===== config.mk =====
export PLATFORM = sky130hd
export DESIGN_NAME = dual_fall_encoder
export DESIGN_NICKNAME = d
export VERILOG_FILES = /design/src/rtl/dfe_pkg.sv /design/src/rtl/dfe_rst_sync.sv /design/src/rtl/dfe_fall_detect.sv /design/src/rtl/dfe_lowest_idx.sv /design/src/rtl/dual_fall_encoder.sv
export SDC_FILE = /design/constraint.sdc
export NUM_CORES = 1
export LEC_CHECK = 0
export ABC_AREA = 1
export BUFFER_PORTS_ARGS = -buffer_cell sky130_fd_sc_hd__buf_2
export CAP_MARGIN = 25
export CORE_UTILIZATION = 30
export CTS_CLUSTER_SIZE = 24
export DETAILED_ROUTE_END_ITERATION = 7
export GPL_ROUTABILITY_DRIVEN = 1
export PLACE_DENSITY_LB_ADDON = 0.05
export SYNTH_ARGS = -nofsm -noshare
export SYNTH_HDL_FRONTEND = slang
export SYNTH_SLANG_ARGS = --single-unit

===== constraint.sdc =====
create_clock -name clk -period 0.8 [get_ports clk]
set_input_delay 0.08 -clock clk [delete_from_list [all_inputs] [get_ports clk]]
set_output_delay 0.08 -clock clk [all_outputs]
set_load 0.01 [all_outputs]

===== src/rtl/dfe_pkg.sv =====
package dfe_pkg;
  localparam int unsigned DFE_TAPS = 64;
  localparam int unsigned DFE_IDXW = $clog2(DFE_TAPS);
  localparam int unsigned DFE_SUMW = DFE_IDXW + 1;
endpackage


===== src/rtl/dfe_rst_sync.sv =====
module dfe_rst_sync #(
  parameter int unsigned STAGES = 2
) (
  input  logic clk,
  input  logic arst_n,
  output logic rst_n_o
);
  logic [STAGES-1:0] sync_q;

  always_ff @(posedge clk or negedge arst_n) begin
    if (!arst_n) sync_q <= '0;
    else         sync_q <= {sync_q[STAGES-2:0], 1'b1};
  end

  assign rst_n_o = sync_q[STAGES-1];
endmodule


===== src/rtl/dfe_fall_detect.sv =====
module dfe_fall_detect #(
  parameter int unsigned W = 64
) (
  input  logic [W-1:0] word_i,
  output logic [W-2:0] fall_o
);
  for (genvar k = 0; k < W - 1; k++) begin : g_tap
    assign fall_o[k] = ~word_i[k] & word_i[k+1];
  end
endmodule


===== src/rtl/dfe_lowest_idx.sv =====
module dfe_lowest_idx #(
  parameter int unsigned N  = 63,
  parameter int unsigned IW = 6
) (
  input  logic [N-1:0]  req_i,
  output logic          found_o,
  output logic [IW-1:0] idx_o
);
  always_comb begin
    idx_o = '0;
    for (int i = N - 1; i >= 0; i--) begin
      if (req_i[i]) idx_o = IW'(i);
    end
  end

  assign found_o = |req_i;
endmodule


===== src/rtl/dual_fall_encoder.sv =====
module dual_fall_encoder #(
  parameter int unsigned TAPS = dfe_pkg::DFE_TAPS
) (
  input  logic            clk,
  input  logic            rst_n,
  input  logic [TAPS-1:0] snap_i,
  output logic            valid_o,
  output logic [$clog2(TAPS):0] fine_o
);
  localparam int unsigned IDXW   = $clog2(TAPS);
  localparam int unsigned SUMW   = IDXW + 1;
  localparam int unsigned NPOS   = TAPS - 1;
  localparam int unsigned NEDGES = 2;

  logic            rst_q_n;
  logic [NPOS-1:0] fall;
  logic [NPOS-1:0] avail [NEDGES];
  logic            found [NEDGES];
  logic [IDXW-1:0] idx   [NEDGES];

  logic            valid_d, valid_q;
  logic [SUMW-1:0] fine_d,  fine_q;

  dfe_rst_sync #(.STAGES(2)) u_rst_sync (
    .clk     (clk),
    .arst_n  (rst_n),
    .rst_n_o (rst_q_n)
  );

  dfe_fall_detect #(.W(TAPS)) u_detect (
    .word_i (snap_i),
    .fall_o (fall)
  );

  assign avail[0] = fall;

  for (genvar e = 0; e < NEDGES; e++) begin : g_edge
    dfe_lowest_idx #(.N(NPOS), .IW(IDXW)) u_pick (
      .req_i   (avail[e]),
      .found_o (found[e]),
      .idx_o   (idx[e])
    );
    if (e + 1 < NEDGES) begin : g_mask
      assign avail[e+1] = avail[e] & (avail[e] - NPOS'(1));
    end
  end

  always_comb begin
    valid_d = found[0] & found[1];
    fine_d  = '0;
    if (valid_d) fine_d = SUMW'(idx[0]) + SUMW'(idx[1]);
  end

  always_ff @(posedge clk or negedge rst_q_n) begin
    if (!rst_q_n) begin
      valid_q <= 1'b0;
      fine_q  <= '0;
    end else begin
      valid_q <= valid_d;
      fine_q  <= fine_d;
    end
  end

  assign valid_o = valid_q;
  assign fine_o  = fine_q;
endmodule


==> results.sh, run 1 <==
export IMPL_dieHeight_um=108
export IMPL_htree_levels=1
export IMPL_skew_ns=0.000274
export IMPL_drtPass1Iterations=5
export IMPL_vias=5876
export IMPL_final_core_util=0.710
export IMPL_p_total_uw=5680
export IMPL_grt_util_met1=0.338
export IMPL_synth_seq_area_share=0.0748
export IMPL_die_area_sq_um=11600
export IMPL_io_buffers=73
export IMPL_grtUsageMet2=0.500
export IMPL_grt_total_usage=0.269
export IMPL_timing_final_crit_share=6.30
export IMPL_via_per_inst=4.61
export IMPL_setup_violations=9
export IMPL_drive_gt1_frac=0.590
export IMPL_core_area_sq_um=10800
export IMPL_seq_power_share=0.109
export IMPL_antennaDiodeCount=0
export IMPL_synth_top_area_share=0.306
export IMPL_synth_area_top_cells="nand2_1 (31%), inv_1 (13%), nor2_1 (13%), dfrtp_1 (7.5%), nand3_1 (5.2%)"
export IMPL_path_max_fanout=2
export IMPL_ir_drop_mv=1.46
export IMPL_grt_busiest_layer="met2"
export IMPL_cts_clk_slew_worst_paths_ns=0.04
export IMPL_p_sw_frac=0.426
export IMPL_drt_iter0_drc=245
export IMPL_ys_types=38
export IMPL_hold_violations=0
export IMPL_antenna_found_initial=0
export IMPL_routed_wl_um=16000
export IMPL_wl_per_cell_um=12.5
export IMPL_syn_instance_count=699
export IMPL_initial_utilization=0.309
export IMPL_cts_made_buffers=3
export IMPL_synth_warnings=0
export IMPL_cts_buffer_depth=2
export IMPL_path_common_cell="nand2_1"
export IMPL_status="finished, violations left"
export IMPL_violations="negative setup slack"
export IMPL_root_buffer="clkbuf_8"
export IMPL_finalCriticalPeriod_ns=5.04
export IMPL_yosysTopAreaCell="nand2_1"
export IMPL_p_per_area_nw_per_um2=738
export IMPL_grt_pass1_vias=5695
export IMPL_gp_congestion=0.941
export IMPL_max_stage_delay_ns=0.35
export IMPL_switchingPower_uw=2420
export IMPL_rows=38
export IMPL_hpwl_um=12200
export IMPL_finalSetupTns_ns=-30.90
export IMPL_synth_seq_cells=10
export IMPL_finalMaxSlewViolations=0
export IMPL_hp_class="flip-flop to asynchronous set/reset pin"
export IMPL_avgSynthCellArea_sq_um=4.79
export IMPL_grt_max_degree=9
export IMPL_met3_usage=0.0115
export IMPL_crit_type="primary input to flip-flop"
export IMPL_final_nets=1209
export IMPL_intPower_uw=3260
export IMPL_rsz0062_at_grt="yes"
export IMPL_fmax_mhz=198
export IMPL_worst_ep_required_time_ns=0.92
export IMPL_fillers=966
export IMPL_cp_arrival_ns=5.16
export IMPL_end_kind="flip-flop"
export IMPL_final_cells=1274
export IMPL_cts_tree="yes"
export IMPL_grt_overflow=0
export IMPL_clkPwrFrac=0.086
export IMPL_synth_nets=772
export IMPL_cap_violations=0
export IMPL_io_pins=74
export IMPL_cts_sinks=10
export IMPL_syn_area_sq_um=3350
export IMPL_start_kind="primary input"
export IMPL_crit_slowest_cell="fa_2"
export IMPL_power_frac_comb=0.804
export IMPL_finalWorstSetupSlack_ns=-4.24
export IMPL_clk_latency_ns=0.23
export IMPL_drc=0
export IMPL_die_w_um=108
export IMPL_area_growth_pct=130
export IMPL_grt_pass1_wl_um=25000
export IMPL_leakagePower_uw=0.00439
export IMPL_place_inst=1179
export IMPL_drtAntennaViolNets=0
cell type report:
| cell class | instances | area [sq um] | share of cell area |
|---|---|---|---|
| tap | 140 | 175 | 0.0228 |
| sequential | 10 | 250 | 0.0325 |
| clock buffer | 3 | 41.3 | 0.00536 |
| timing repair buffer | 432 | 3260 | 0.424 |
| multi-input combinational | 569 | 3480 | 0.452 |
| inverter | 120 | 490 | 0.0637 |
per-layer routing:
metal	wire, um	up-vias
li1	-	3076
met1	7080	2649
met2	8090	125
met3	493	26
met4	326	0
met5	0	-
Yosys cell counts:
cell type	number
nor2_1	114
nor2_4	3
o311ai_2	1
inv_1	114
o41ai_1	2
nor3b_1	2
nor2_8	1
nor3_1	4
nand2_4	1
clkinv_1	1
or2_4	1
nand3b_1	1
nor4_1	2
o311ai_0	3
conb_1	1
o21ai_2	1
a31oi_1	5
nand3_1	35
nand3_2	1
a31o_2	5
o21bai_1	11
o211ai_1	1
nand4_1	25
a311oi_1	1
nand2_1	273
o21ai_0	17
o21ai_1	1
inv_2	5
nand2_2	11
dfrtp_1	10
a21oi_1	23
ha_1	6
nor2_2	5
a21boi_0	1
o21bai_2	1
or2_2	8
o31ai_1	1
fa_1	1
worst max-delay path, delay by kind of cell:
kind	cells	cell delay [ns]
compound gates	4	0.41
simple gates	64	3.79
fa+ha+maj	2	0.52
buf+inv	4	0.32
worst paths after layout:
kind	from	cells past startpoint	slack, ns	endpoint
max in group asynchronous	u_rst_sync.sync_q[1]	0	0.43	fine_o[0]
worst min register to register	u_rst_sync.sync_q[1]	0	0.13	fine_o[5]
worst max register to register	u_rst_sync.sync_q[0]	0	0.33	u_rst_sync.sync_q[1]
worst min-delay path	u_rst_sync.sync_q[1]	0	0.13	fine_o[5]
min in group clk	u_rst_sync.sync_q[0]	0	0.36	u_rst_sync.sync_q[1]
worst max-delay path	snap_i[51]	74	-4.24	fine_o[4]
through the flow:
stage,worst slack [ns],area [sq um],hold slack [ns]
final,-4.24,7700,0.131
after global routing,-5.01,7700,0.159
after CTS,-4.12,7300,0.141
after detailed placement,-4.57,6160,-0.133
after global placement,-4.58,6160,-0.136
after floorplan,-3.72,3600,-0.216
registers in the layout, indices dropped and copies added, names as in the netlist:
signal / cells
u_rst_sync.sync_q: 2
fine_o: 7
valid_o: 1
timing repair:
item | 4_1_cts | 5_1_grt
pin swaps | 46 | 29
gates cloned | 0 | 0
endpoints found under the setup margin | 10 | 16
hold endpoints to repair | 2 | 0
hold buffers | 1 | 0
setup buffers | 79 | 14
gates resized for setup | 135 | 89
kinds of logic (layout without fill, tap and decap cells):
logic type | count (synthesis) | after routing | synth area share
flip-flops | 10 | 10 | 0.0748
other | 1 | 1 | 0.00112
buffers and inverters | 120 | 555 | 0.135
adder cells (fa/ha/maj) | 7 | 7 | 0.0284
AND/OR/NAND/NOR | 487 | 487 | 0.619
AO/OA/AOI/OAI | 74 | 74 | 0.142
cell usage in the layout, fill, tap and decap left out, types with 6 or more instances in the layout:
cell	n
inv_2	25
nand2_4	26
buf_6	27
buf_2	51
o21ai_0	14
inv_1	83
buf_4	349
dfrtp_1	10
nor2_2	23
nor2_4	32
a21oi_1	20
nand3_1	29
nand3_2	6
inv_4	9
nand4_1	25
or2_2	8
nor2_1	67
nand2_2	75
nand2_1	182
o21bai_1	8
power groups by stage:
| stage | sequential, uW | clock, uW | combinational, uW |
|---|---|---|---|
| floorplan | 673 | 0 | 1660 |
| global placement | 622 | 0 | 3510 |
| detailed placement | 632 | 0 | 3560 |
| CTS | 625 | 504 | 4220 |
| global route | 628 | 554 | 4980 |
| finish | 620 | 491 | 4570 |
Note: power is estimated with default switching activity, not from simulation.
==> run 2: changes to the inputs <==
Settings changed: RECOVER_POWER set to 50.
==> run 2 against run 1 <==
Design area about the same. Global-route usage stayed put. Clock power hardly changed. Combinational power about the same. Largest cell class unchanged. The flow still finishes with violations (negative setup slack). Sequential power is essentially flat. Cell count did not move.
==> results.sh, run 2 (same netlist as run 1, synthesis figures left out) <==
export IMPL_cts_sinks=10
export IMPL_core_area_sq_um=10800
export IMPL_htree_levels=1
export IMPL_p_per_area_nw_per_um2=738
export IMPL_dp_slack_ns=-4.57
export IMPL_vias=5877
export IMPL_met2_length_um=8090
export IMPL_cts_made_buffers=3
export IMPL_crit_buf_inv=4
export IMPL_grt_max_degree=9
export IMPL_grt_pass1_vias=5695
export IMPL_drt_iter0_drc=245
export IMPL_largest_reg_flops=7
export IMPL_status="finished, violations left"
export IMPL_crit_type="primary input to flip-flop"
export IMPL_timing_rr_start="u_rst_sync.sync_q[0]"
export IMPL_cts_clk_slew_worst_paths_ns=0.04
export IMPL_drc=0
export IMPL_fmax_mhz=198
export IMPL_io_pins=74
export IMPL_finalWorstSetupSlack_ns=-4.24
export IMPL_routed_wl_um=16000
export IMPL_cap_violations=0
export IMPL_crit_slowest_cell="fa_2"
export IMPL_cp_arrival_ns=5.16
export IMPL_drtPass1Iterations=5
export IMPL_routed_top_layer="met4"
export IMPL_initial_utilization=0.309
export IMPL_area_growth_pct=130
export IMPL_final_nets=1209
export IMPL_ir_drop_mv=1.46
export IMPL_finalMaxSlewViolations=0
export IMPL_finalCriticalPeriod_ns=5.04
export IMPL_dieHeight_um=108
export IMPL_antennaDiodeCount=0
export IMPL_wl_met1_um=7070
export IMPL_skew_ns=0.000274
export IMPL_hpwl_um=12200
export IMPL_clk_latency_ns=0.23
export IMPL_root_buffer="clkbuf_8"
export IMPL_finalSetupTns_ns=-30.90
export IMPL_final_cells=1274
export IMPL_leakagePower_uw=0.00439
export IMPL_hp_class="flip-flop to asynchronous set/reset pin"
export IMPL_via_per_inst=4.61
export IMPL_die_area_sq_um=11600
export IMPL_grt_pass1_wl_um=25000
export IMPL_startpoint="snap_i[51]"
export IMPL_layout_common_cells="buf_4 (349), nand2_1 (182), inv_1 (83)"
export IMPL_die_w_um=108
export IMPL_grt_overflow=0
export IMPL_end_kind="flip-flop"
export IMPL_path_common_cell="nand2_1"
export IMPL_antenna_found_initial=0
export IMPL_place_inst=1179
export IMPL_crit_family="simple AND/OR/NAND/NOR gates"
export IMPL_cts_tree="yes"
export IMPL_whs_ns=0.131
export IMPL_timing_final_crit_share=6.30
export IMPL_start_kind="primary input"
export IMPL_routed_wl_met3_um=493
export IMPL_wl_per_cell_um=12.5
export IMPL_violations="negative setup slack"
export IMPL_grt_total_usage=0.269
export IMPL_drtAntennaViolNets=0
export IMPL_cts_buffer_depth=2
export IMPL_rsz0062_at_grt="yes"
export IMPL_path_max_fanout=2
export IMPL_layout_commonest_cell="buf_4"
export IMPL_max_stage_delay_ns=0.35
export IMPL_io_buffers=73
export IMPL_gp_congestion=0.941
export IMPL_worst_ep_required_time_ns=0.92
export IMPL_hold_violations=0
export IMPL_rows=38
export IMPL_drive_gt1_frac=0.589
export IMPL_setup_violations=9
[run 2: cell count changes in the layout (fill, tap and decap cells not counted), sizes merged]
| cell | change |
|---|---|
| buf | -1 |
| clkbuf | +1 |
[run 2: layout make-up]
cell class | instances | area, sq um
clock buffer | 3 | 41.3
fill | 966 | 3140
inverter | 120 | 490
multi-input combinational | 569 | 3480
sequential | 10 | 250
tap | 140 | 175
timing repair buffer | 432 | 3260
[run 2: metrics by stage]
step	area [sq um]	utilization	power, uW
3_5_place_dp	6160	0.568	4190
3_3_place_gp	6160	0.568	4140
4_1_cts	7300	0.673	5350
5_1_grt	7700	0.710	6160
6_report	7700	0.710	5680
2_1_floorplan	3600	-	2330
[run 2: worst paths after layout]
path,cells after the start,slack (ns),end
hold / removal,0,0.13,fine_o[5]
min in group clk,0,0.36,u_rst_sync.sync_q[1]
hold reg to reg,0,0.13,fine_o[5]
max in group asynchronous,0,0.43,fine_o[0]
setup / recovery,74,-4.24,fine_o[4]
setup reg to reg,0,0.33,u_rst_sync.sync_q[1]
[run 2: power breakdown]
group          internal [uW]  switching, uW  leakage (uW)
combinational           2340           2230       0.00425
clock                    327            164     0.0000216
sequential               593           27.2      0.000120
[run 2: routing by layer]
layer | track usage | up-vias
li1 | - | 3076
met2 | 0.500 | 125
met5 | 0 | -
met3 | 0.0115 | 26
met4 | 0.0636 | 0
met1 | 0.338 | 2650
[run 2: timing repair]
action	4_1_cts	5_1_grt
pin swaps	46	29
endpoints found under the hold margin	2	0
hold buffers	1	0
buffers inserted	79	14
endpoints found under the setup margin	10	16
gates resized for setup	135	89
